**config.mk**
```make
export PLATFORM = sky130hd
export DESIGN_NAME = idg_dist_regs
export DESIGN_NICKNAME = d
export VERILOG_FILES = /design/src/rtl/idg_pkg.sv /design/src/rtl/idg_addr_dec.sv /design/src/rtl/idg_irq_slice.sv /design/src/rtl/idg_dist_regs.sv
export SDC_FILE = /design/constraint.sdc
export NUM_CORES = 2
export LEC_CHECK = 0
export BUFFER_PORTS_ARGS = -buffer_cell sky130_fd_sc_hd__buf_2
export CORE_AREA = 2 2 379 381
export CTS_BUF_LIST = sky130_fd_sc_hd__clkbuf_4 sky130_fd_sc_hd__clkbuf_8
export DETAILED_ROUTE_END_ITERATION = 7
export DIE_AREA = 0 0 381 383
export SLEW_MARGIN = 15
export SYNTH_ARGS = -nofsm -noshare
export SYNTH_HDL_FRONTEND = slang
export SYNTH_SLANG_ARGS = --single-unit
```
**constraint.sdc**
```tcl
create_clock -name clk_i -period 1.6 [get_ports clk_i]
set_input_delay 0.08 -clock clk_i [delete_from_list [all_inputs] [get_ports clk_i]]
set_output_delay 0.08 -clock clk_i [all_outputs]
set_load 0.005 [all_outputs]
```
**src/rtl/idg_pkg.sv**
```systemverilog
package idg_pkg;
  localparam int PRIV_IRQ = 32;
  localparam int SGI_IRQ  = 16;

  typedef enum logic [3:0] {
    K_NONE, K_CTRL, K_GRP, K_ENS, K_ENC, K_PDS, K_PDC, K_ACS, K_ACC, K_PRIO, K_CFG
  } kind_e;
endpackage

```
**src/rtl/idg_addr_dec.sv**
```systemverilog
module idg_addr_dec
  import idg_pkg::*;
#(
  parameter int NUM_IRQ = 64
) (
  input  logic [11:0] addr_i,
  output kind_e       kind_o,
  output logic [6:0]  word_o
);
  localparam int NW32 = NUM_IRQ / 32;
  localparam int NW16 = NUM_IRQ / 16;
  localparam int NW8  = NUM_IRQ / 4;

  logic        priv;
  logic [10:0] off;
  logic [4:0]  w5;
  logic [6:0]  w7;
  logic        bit_ok, prio_ok, cfg_ok;
  logic        unused_addr;

  assign priv        = addr_i[11];
  assign off         = addr_i[10:0];
  assign w5          = off[6:2];
  assign w7          = off[8:2];
  assign unused_addr = ^addr_i[1:0];

  // private window owns only the words covering IDs below 32
  assign bit_ok  = priv ? (w5 == 5'd0) : (w5 != 5'd0 && int'(w5) < NW32);
  assign prio_ok = priv ? (int'(w7) < PRIV_IRQ / 4)
                        : (int'(w7) >= PRIV_IRQ / 4 && int'(w7) < NW8);
  assign cfg_ok  = priv ? (int'(w5) < PRIV_IRQ / 16)
                        : (int'(w5) >= PRIV_IRQ / 16 && int'(w5) < NW16);

  always_comb begin
    kind_o = K_NONE;
    word_o = {2'b00, w5};
    case (off[10:7])
      4'h0: if (!priv && w5 == 5'd0) kind_o = K_CTRL;
      4'h1: if (bit_ok) kind_o = K_GRP;
      4'h2: if (bit_ok) kind_o = K_ENS;
      4'h3: if (bit_ok) kind_o = K_ENC;
      4'h4: if (bit_ok) kind_o = K_PDS;
      4'h5: if (bit_ok) kind_o = K_PDC;
      4'h6: if (bit_ok) kind_o = K_ACS;
      4'h7: if (bit_ok) kind_o = K_ACC;
      4'h8, 4'h9, 4'hA, 4'hB: begin
        word_o = w7;
        if (prio_ok) kind_o = K_PRIO;
      end
      4'hE: if (cfg_ok) kind_o = K_CFG;
      default: kind_o = K_NONE;
    endcase
  end
endmodule

```
**src/rtl/idg_irq_slice.sv**
```systemverilog
module idg_irq_slice #(
  parameter bit SW_ONLY = 1'b0
) (
  input  logic       clk_i,
  input  logic       rst_ni,
  input  logic       irq_i,
  input  logic       grp_we_i,
  input  logic       grp_d_i,
  input  logic       en_set_i,
  input  logic       en_clr_i,
  input  logic       pd_set_i,
  input  logic       pd_clr_i,
  input  logic       ac_set_i,
  input  logic       ac_clr_i,
  input  logic       prio_we_i,
  input  logic [7:0] prio_d_i,
  input  logic       cfg_we_i,
  input  logic       cfg_d_i,
  output logic       grp_o,
  output logic       en_o,
  output logic       pend_o,
  output logic       act_o,
  output logic [7:0] prio_o,
  output logic       edge_o
);
  logic irq_q, edge_r, hw_set;

  assign edge_o = SW_ONLY ? 1'b1 : edge_r;
  assign hw_set = !SW_ONLY && (edge_o ? (irq_i && !irq_q) : irq_i);

  always_ff @(posedge clk_i or negedge rst_ni) begin
    if (!rst_ni) begin
      irq_q  <= 1'b0;
      edge_r <= 1'b0;
      grp_o  <= 1'b0;
      en_o   <= 1'b0;
      pend_o <= 1'b0;
      act_o  <= 1'b0;
      prio_o <= 8'h00;
    end else begin
      irq_q  <= irq_i;
      if (cfg_we_i)  edge_r <= cfg_d_i;
      if (grp_we_i)  grp_o  <= grp_d_i;
      if (prio_we_i) prio_o <= prio_d_i;
      en_o   <= (en_o & ~en_clr_i) | en_set_i;
      act_o  <= (act_o & ~ac_clr_i) | ac_set_i;
      // hardware set wins over a software clear in the same cycle
      pend_o <= (pend_o & ~pd_clr_i) | pd_set_i | hw_set;
    end
  end

  AST_EN_SET: assert property (@(posedge clk_i) disable iff (!rst_ni)
    en_set_i |=> en_o);
  AST_EN_CLR: assert property (@(posedge clk_i) disable iff (!rst_ni)
    en_clr_i && !en_set_i |=> !en_o);
  AST_EDGE_PEND: assert property (@(posedge clk_i) disable iff (!rst_ni)
    !SW_ONLY && edge_o && irq_i && !irq_q |=> pend_o);
  AST_LEVEL_PEND: assert property (@(posedge clk_i) disable iff (!rst_ni)
    !SW_ONLY && !edge_o && irq_i |=> pend_o);
  AST_SGI_QUIET: assert property (@(posedge clk_i) disable iff (!rst_ni)
    SW_ONLY && !pend_o && !pd_set_i |=> !pend_o);
endmodule

```
**src/rtl/idg_dist_regs.sv**
```systemverilog
module idg_dist_regs
  import idg_pkg::*;
#(
  parameter int NUM_IRQ = 64
) (
  input  logic                 clk_i,
  input  logic                 rst_ni,
  input  logic                 req_i,
  input  logic                 we_i,
  input  logic [11:0]          addr_i,
  input  logic [31:0]          wdata_i,
  output logic [31:0]          rdata_o,
  input  logic [NUM_IRQ-1:0]   irq_i,
  output logic [NUM_IRQ-1:0]   en_o,
  output logic [NUM_IRQ-1:0]   pend_o,
  output logic [NUM_IRQ-1:0]   act_o,
  output logic [NUM_IRQ-1:0]   group_o,
  output logic [8*NUM_IRQ-1:0] prio_o,
  output logic [NUM_IRQ-1:0]   req_o
);
  kind_e                kind;
  logic [6:0]           word;
  logic                 wr;
  logic [1:0]           ctrl_q;
  logic [NUM_IRQ-1:0]   edge_v;
  logic [2*NUM_IRQ-1:0] cfg_flat;
  logic [31:0]          rd_d;
  logic [11:0]          shamt;

  idg_addr_dec #(.NUM_IRQ(NUM_IRQ)) u_dec (
    .addr_i (addr_i),
    .kind_o (kind),
    .word_o (word)
  );

  assign wr    = req_i && we_i;
  assign shamt = {word, 5'b00000};

  for (genvar i = 0; i < NUM_IRQ; i++) begin : g_irq
    localparam int W32 = i / 32;
    localparam int B32 = i % 32;
    localparam int W16 = i / 16;
    localparam int B16 = 2 * (i % 16) + 1;
    localparam int W4  = i / 4;
    localparam int B4  = 8 * (i % 4);
    logic hit32;
    assign hit32 = wr && word == 7'(W32) && wdata_i[B32];

    idg_irq_slice #(.SW_ONLY(i < SGI_IRQ)) u_slice (
      .clk_i     (clk_i),
      .rst_ni    (rst_ni),
      .irq_i     (irq_i[i]),
      .grp_we_i  (wr && kind == K_GRP && word == 7'(W32)),
      .grp_d_i   (wdata_i[B32]),
      .en_set_i  (hit32 && kind == K_ENS),
      .en_clr_i  (hit32 && kind == K_ENC),
      .pd_set_i  (hit32 && kind == K_PDS),
      .pd_clr_i  (hit32 && kind == K_PDC),
      .ac_set_i  (hit32 && kind == K_ACS),
      .ac_clr_i  (hit32 && kind == K_ACC),
      .prio_we_i (wr && kind == K_PRIO && word == 7'(W4)),
      .prio_d_i  (wdata_i[B4 +: 8]),
      .cfg_we_i  (wr && kind == K_CFG && word == 7'(W16)),
      .cfg_d_i   (wdata_i[B16]),
      .grp_o     (group_o[i]),
      .en_o      (en_o[i]),
      .pend_o    (pend_o[i]),
      .act_o     (act_o[i]),
      .prio_o    (prio_o[8*i +: 8]),
      .edge_o    (edge_v[i])
    );

    assign cfg_flat[2*i +: 2] = {edge_v[i], 1'b0};
    assign req_o[i] = pend_o[i] && en_o[i] && (group_o[i] ? ctrl_q[1] : ctrl_q[0]);
  end

  always_comb begin
    case (kind)
      K_CTRL:        rd_d = {30'b0, ctrl_q};
      K_GRP:         rd_d = 32'(group_o >> shamt);
      K_ENS, K_ENC:  rd_d = 32'(en_o >> shamt);
      K_PDS, K_PDC:  rd_d = 32'(pend_o >> shamt);
      K_ACS, K_ACC:  rd_d = 32'(act_o >> shamt);
      K_PRIO:        rd_d = 32'(prio_o >> shamt);
      K_CFG:         rd_d = 32'(cfg_flat >> shamt);
      default:       rd_d = 32'h0;
    endcase
  end

  always_ff @(posedge clk_i or negedge rst_ni) begin
    if (!rst_ni) begin
      ctrl_q  <= 2'b00;
      rdata_o <= 32'h0;
    end else begin
      if (wr && kind == K_CTRL) ctrl_q <= wdata_i[1:0];
      if (req_i && !we_i)       rdata_o <= rd_d;
    end
  end

  AST_UNMAPPED_RD: assert property (@(posedge clk_i) disable iff (!rst_ni)
    req_i && !we_i && kind == K_NONE |=> rdata_o == 32'h0);
  AST_CTRL_HOLD: assert property (@(posedge clk_i) disable iff (!rst_ni)
    !(wr && kind == K_CTRL) |=> $stable(ctrl_q));
  AST_REQ_GATED: assert property (@(posedge clk_i) disable iff (!rst_ni)
    (|req_o) |-> (|ctrl_q));
endmodule

```
==> run summary <==
Initial antenna violation count -> 13
Nets -> 5,843
Die width -> 381 microns
Finish-stage setup viols -> 439
Post-synth EDFFs -> 0
IO buf count -> 957
Grt total ovfl -> 0
Overall Global Routing Usage -> 31.95%
Share of cells above drive strength 1 -> 62.17%
Mapped Avg Cell Area -> 11.98 sq um
Final Non-Filler Cells -> 7,772
Asr flop ratio synth -> 100.0%
Largest buffer count on any clock path -> 3
Vias per cell -> 5.453
GPL Wtd Cong -> 0.9482
Global Route met1 Usage -> 41.34%
Crit Path Max Fanout -> 27
Slew Viols, Final -> 0
Initial drt markers -> 4,424
CTS tree -> done
# fillers -> 12,260
Reg2reg path depth -> 6
VDD IR max -> 721.2 uV
H-tree depth -> 4
Library cells used by synthesis -> 71
Core ar. -> 142,300 sq um
Sequential area share after synthesis -> 50.41%
Final wirelength -> 241,800 microns
RSZ-0062 raised after global routing -> true
Number of synthesized register bits -> 898
Syn Nets -> 3,832
Pwr per Cell Area -> 726.3 nW/um^2
R2r setup slk -> -0.35 ns
Most instantiated library cell after synthesis -> dfrtp_1
Worst Setup End Kind -> output port
IO Pins -> 976
Final instance area -> 71,770 sq um
Mapped Area -> 44,570 sq um
Area Overhead vs Synth -> 61.00%
CTS buffer count -> 165
Slowest stage delay, CP -> 0.47 ns
Clk sinks -> 898
Period utilization -> 137.4%
Achievable Freq -> 454.8 MHz
Largest cells by area after synthesis -> dfrtp_1 (50%), mux2_2 (16%), mux4_2 (4.9%)
Routed WL per cell -> 31.11 microns
Routed vias -> 42,380
Placed cells -> 6,999
Clock skew -> 0.05465 ns
Multi-input gate area -> 20,190 sq um
Crit-path slowest cell -> dfrtp_2
Hold path cells -> 6
Clk root buf -> clkbuf_8
Met3 usage -> 10.48%
Site row count -> 139
Setup ws final -> -0.5989 ns
Final hold viol count -> 0
Placed instance area -> 57,890 sq um
Post-DP HPWL -> 177,400 microns
Die height -> 383 microns
Synth top area share -> 50.41%
Yosys warnings -> 0
Failing checks -> setup timing
Register area -> 22,590 sq um
Status -> finished, violations left
TNS Setup -> -46.31 ns
Tot Pwr -> 52.12 mW
Worst Tran Pin Value -> 0.8766 ns
Worst setup SP type -> flip-flop
First-pass GRT wire length -> 332,000 microns
Rel. slew slack -> 41.37%
Kind of critical path -> flip-flop to output port
Pleak -> 34.48 nW
GR Layer Usage met2 -> 48.64%
Maxcap violations -> 0
Req. time, crit path -> 1.52 ns
Full die area -> 145,900 sq um
Clock latency on the worst-skew pair -> 0.92 ns
Top cells by count, synth -> dfrtp_1 (898), mux2_2 (631), buf_4 (272), nand2_1 (265), clkbuf_1 (199)
Pin count of the biggest net entering global routing -> 65
Busiest grt layer -> met2
Remaining DRCs -> 0
Top FF cell, synth -> dfrtp_1
Initial Util -> 31.33%
Critical Path AT -> 2.12 ns
Hold Path Class -> input pin to flip-flop
Number of global-route vias before repair -> 42,640
Most area-hungry cell type in the Yosys netlist -> dfrtp_1
Critical-path cell list -> buf_12, mux2i_2, nor2_1, buf_2
Worst-path clk slew -> 0.06 ns
Worst Hold Slack -> 0.03897 ns
Post-Syn Instances -> 3,720
Drt first pass iters -> 8
Final ANT Viol Nets -> 0
Fin crit period -> 2.199 ns
[sequential cells by signal, indices dropped and copies added (netlist names)]
signal / cells
ctrl_q: 2
g_irq.u_slice.act_o: 64
g_irq.u_slice.edge_o: 48
g_irq.u_slice.en_o: 64
g_irq.u_slice.grp_o: 64
g_irq.u_slice.irq_q: 48
g_irq.u_slice.pend_o: 64
g_irq.u_slice.prio_o: 512
rdata_o: 32
[routing by layer]
| metal | vias to the layer above | wire length, microns |
|---|---|---|
| met5 | - | 17 |
| met4 | 4 | 12070 |
| met3 | 524 | 25880 |
| met2 | 2553 | 108700 |
| met1 | 21790 | 95130 |
| li1 | 17510 | - |
[cells by family after synthesis]
| group | share of synthesized area, % |
|---|---|
| buf+inv | 7.559 |
| flops | 50.41 |
| simple gates | 6.950 |
| compound gates | 10.23 |
| mux | 24.75 |
| xor+xnor | 0.09546 |
[critical path, delay by kind of cell (launching register included)]
family	cells	cell delay, ns
muxes	1	0.33
and+or+nand+nor	1	0.07
DFF	1	0.47
buffers and inverters	2	0.34
[stage by stage]
step / utilization, % / worst slack, ns
after floorplan: - / -0.5814
after CTS: 49.78 / -0.6808
after global routing: 50.43 / -0.6771
after detailed placement: 40.69 / -0.9399
after global placement: 40.69 / -0.9229
final: 50.44 / -0.5989
[power by group]
part	internal, mW	leakage, nW	total (mW)	switching, mW
sequential	22.9	12.0	22.9	0.0842
clock	14.1	1.95	24.8	10.8
combinational	1.67	20.5	4.35	2.67
total	38.6	34.5	52.1	13.5
[final timing paths]
kind	from	to
max in group asynchronous	rst_ni	g_irq[27].u_slice.en_o$_DFF_PN0_
max reg2reg	g_irq[21].u_slice.prio_o[7]$_DFFE_PN0P_	rdata_o[15]$_DFFE_PN0P_
max	ctrl_q[0]$_DFFE_PN0P_	req_o[11]
min	addr_i[5]	rdata_o[30]$_DFFE_PN0P_
min reg2reg	rdata_o[28]$_DFFE_PN0P_	rdata_o[28]$_DFFE_PN0P_
min in group asynchronous	rst_ni	g_irq[34].u_slice.prio_o[0]$_DFFE_PN0P_
[final cells by class]
cell class / instances / area share, %
timing repair buffer: 2436 / 31.80
sequential: 898 / 31.47
multi-input combinational: 2217 / 28.14
clock buffer: 266 / 4.718
tap: 1903 / 3.318
clock inverter: 28 / 0.4446
inverter: 13 / 0.06800
antenna: 11 / 0.03836
[repair_timing]
action | 4_1_cts | 5_1_grt
gates resized for setup | 1314 | 126
pin swaps | 67 | 48
gates cloned | 0 | 8
endpoints found under the hold margin | 1796 | 0
setup buffers | 352 | 21
hold buffers | 153 | 0
endpoints found under the setup margin | 894 | 1483
[placed cells by master, fill, tap and decap left out, types with 19 or more instances in the layout]
master	count
o211ai_1	21
a221oi_2	26
dlygate4sd3_1	150
nand2_2	21
a21oi_1	66
o21ai_0	140
dfrtp_1	805
buf_6	965
nand3_1	148
nand4_1	23
clkbuf_8	222
mux2_4	72
nor2_1	140
buf_12	111
buf_4	770
a221o_1	65
mux4_2	96
clkbuf_4	44
mux2_2	585
a22oi_2	20
mux2i_1	123
a221oi_1	25
nand2_1	243
buf_2	422
a21oi_2	19
o2bb2ai_1	82
dfrtp_2	93
(Power assumes the default switching activity.)
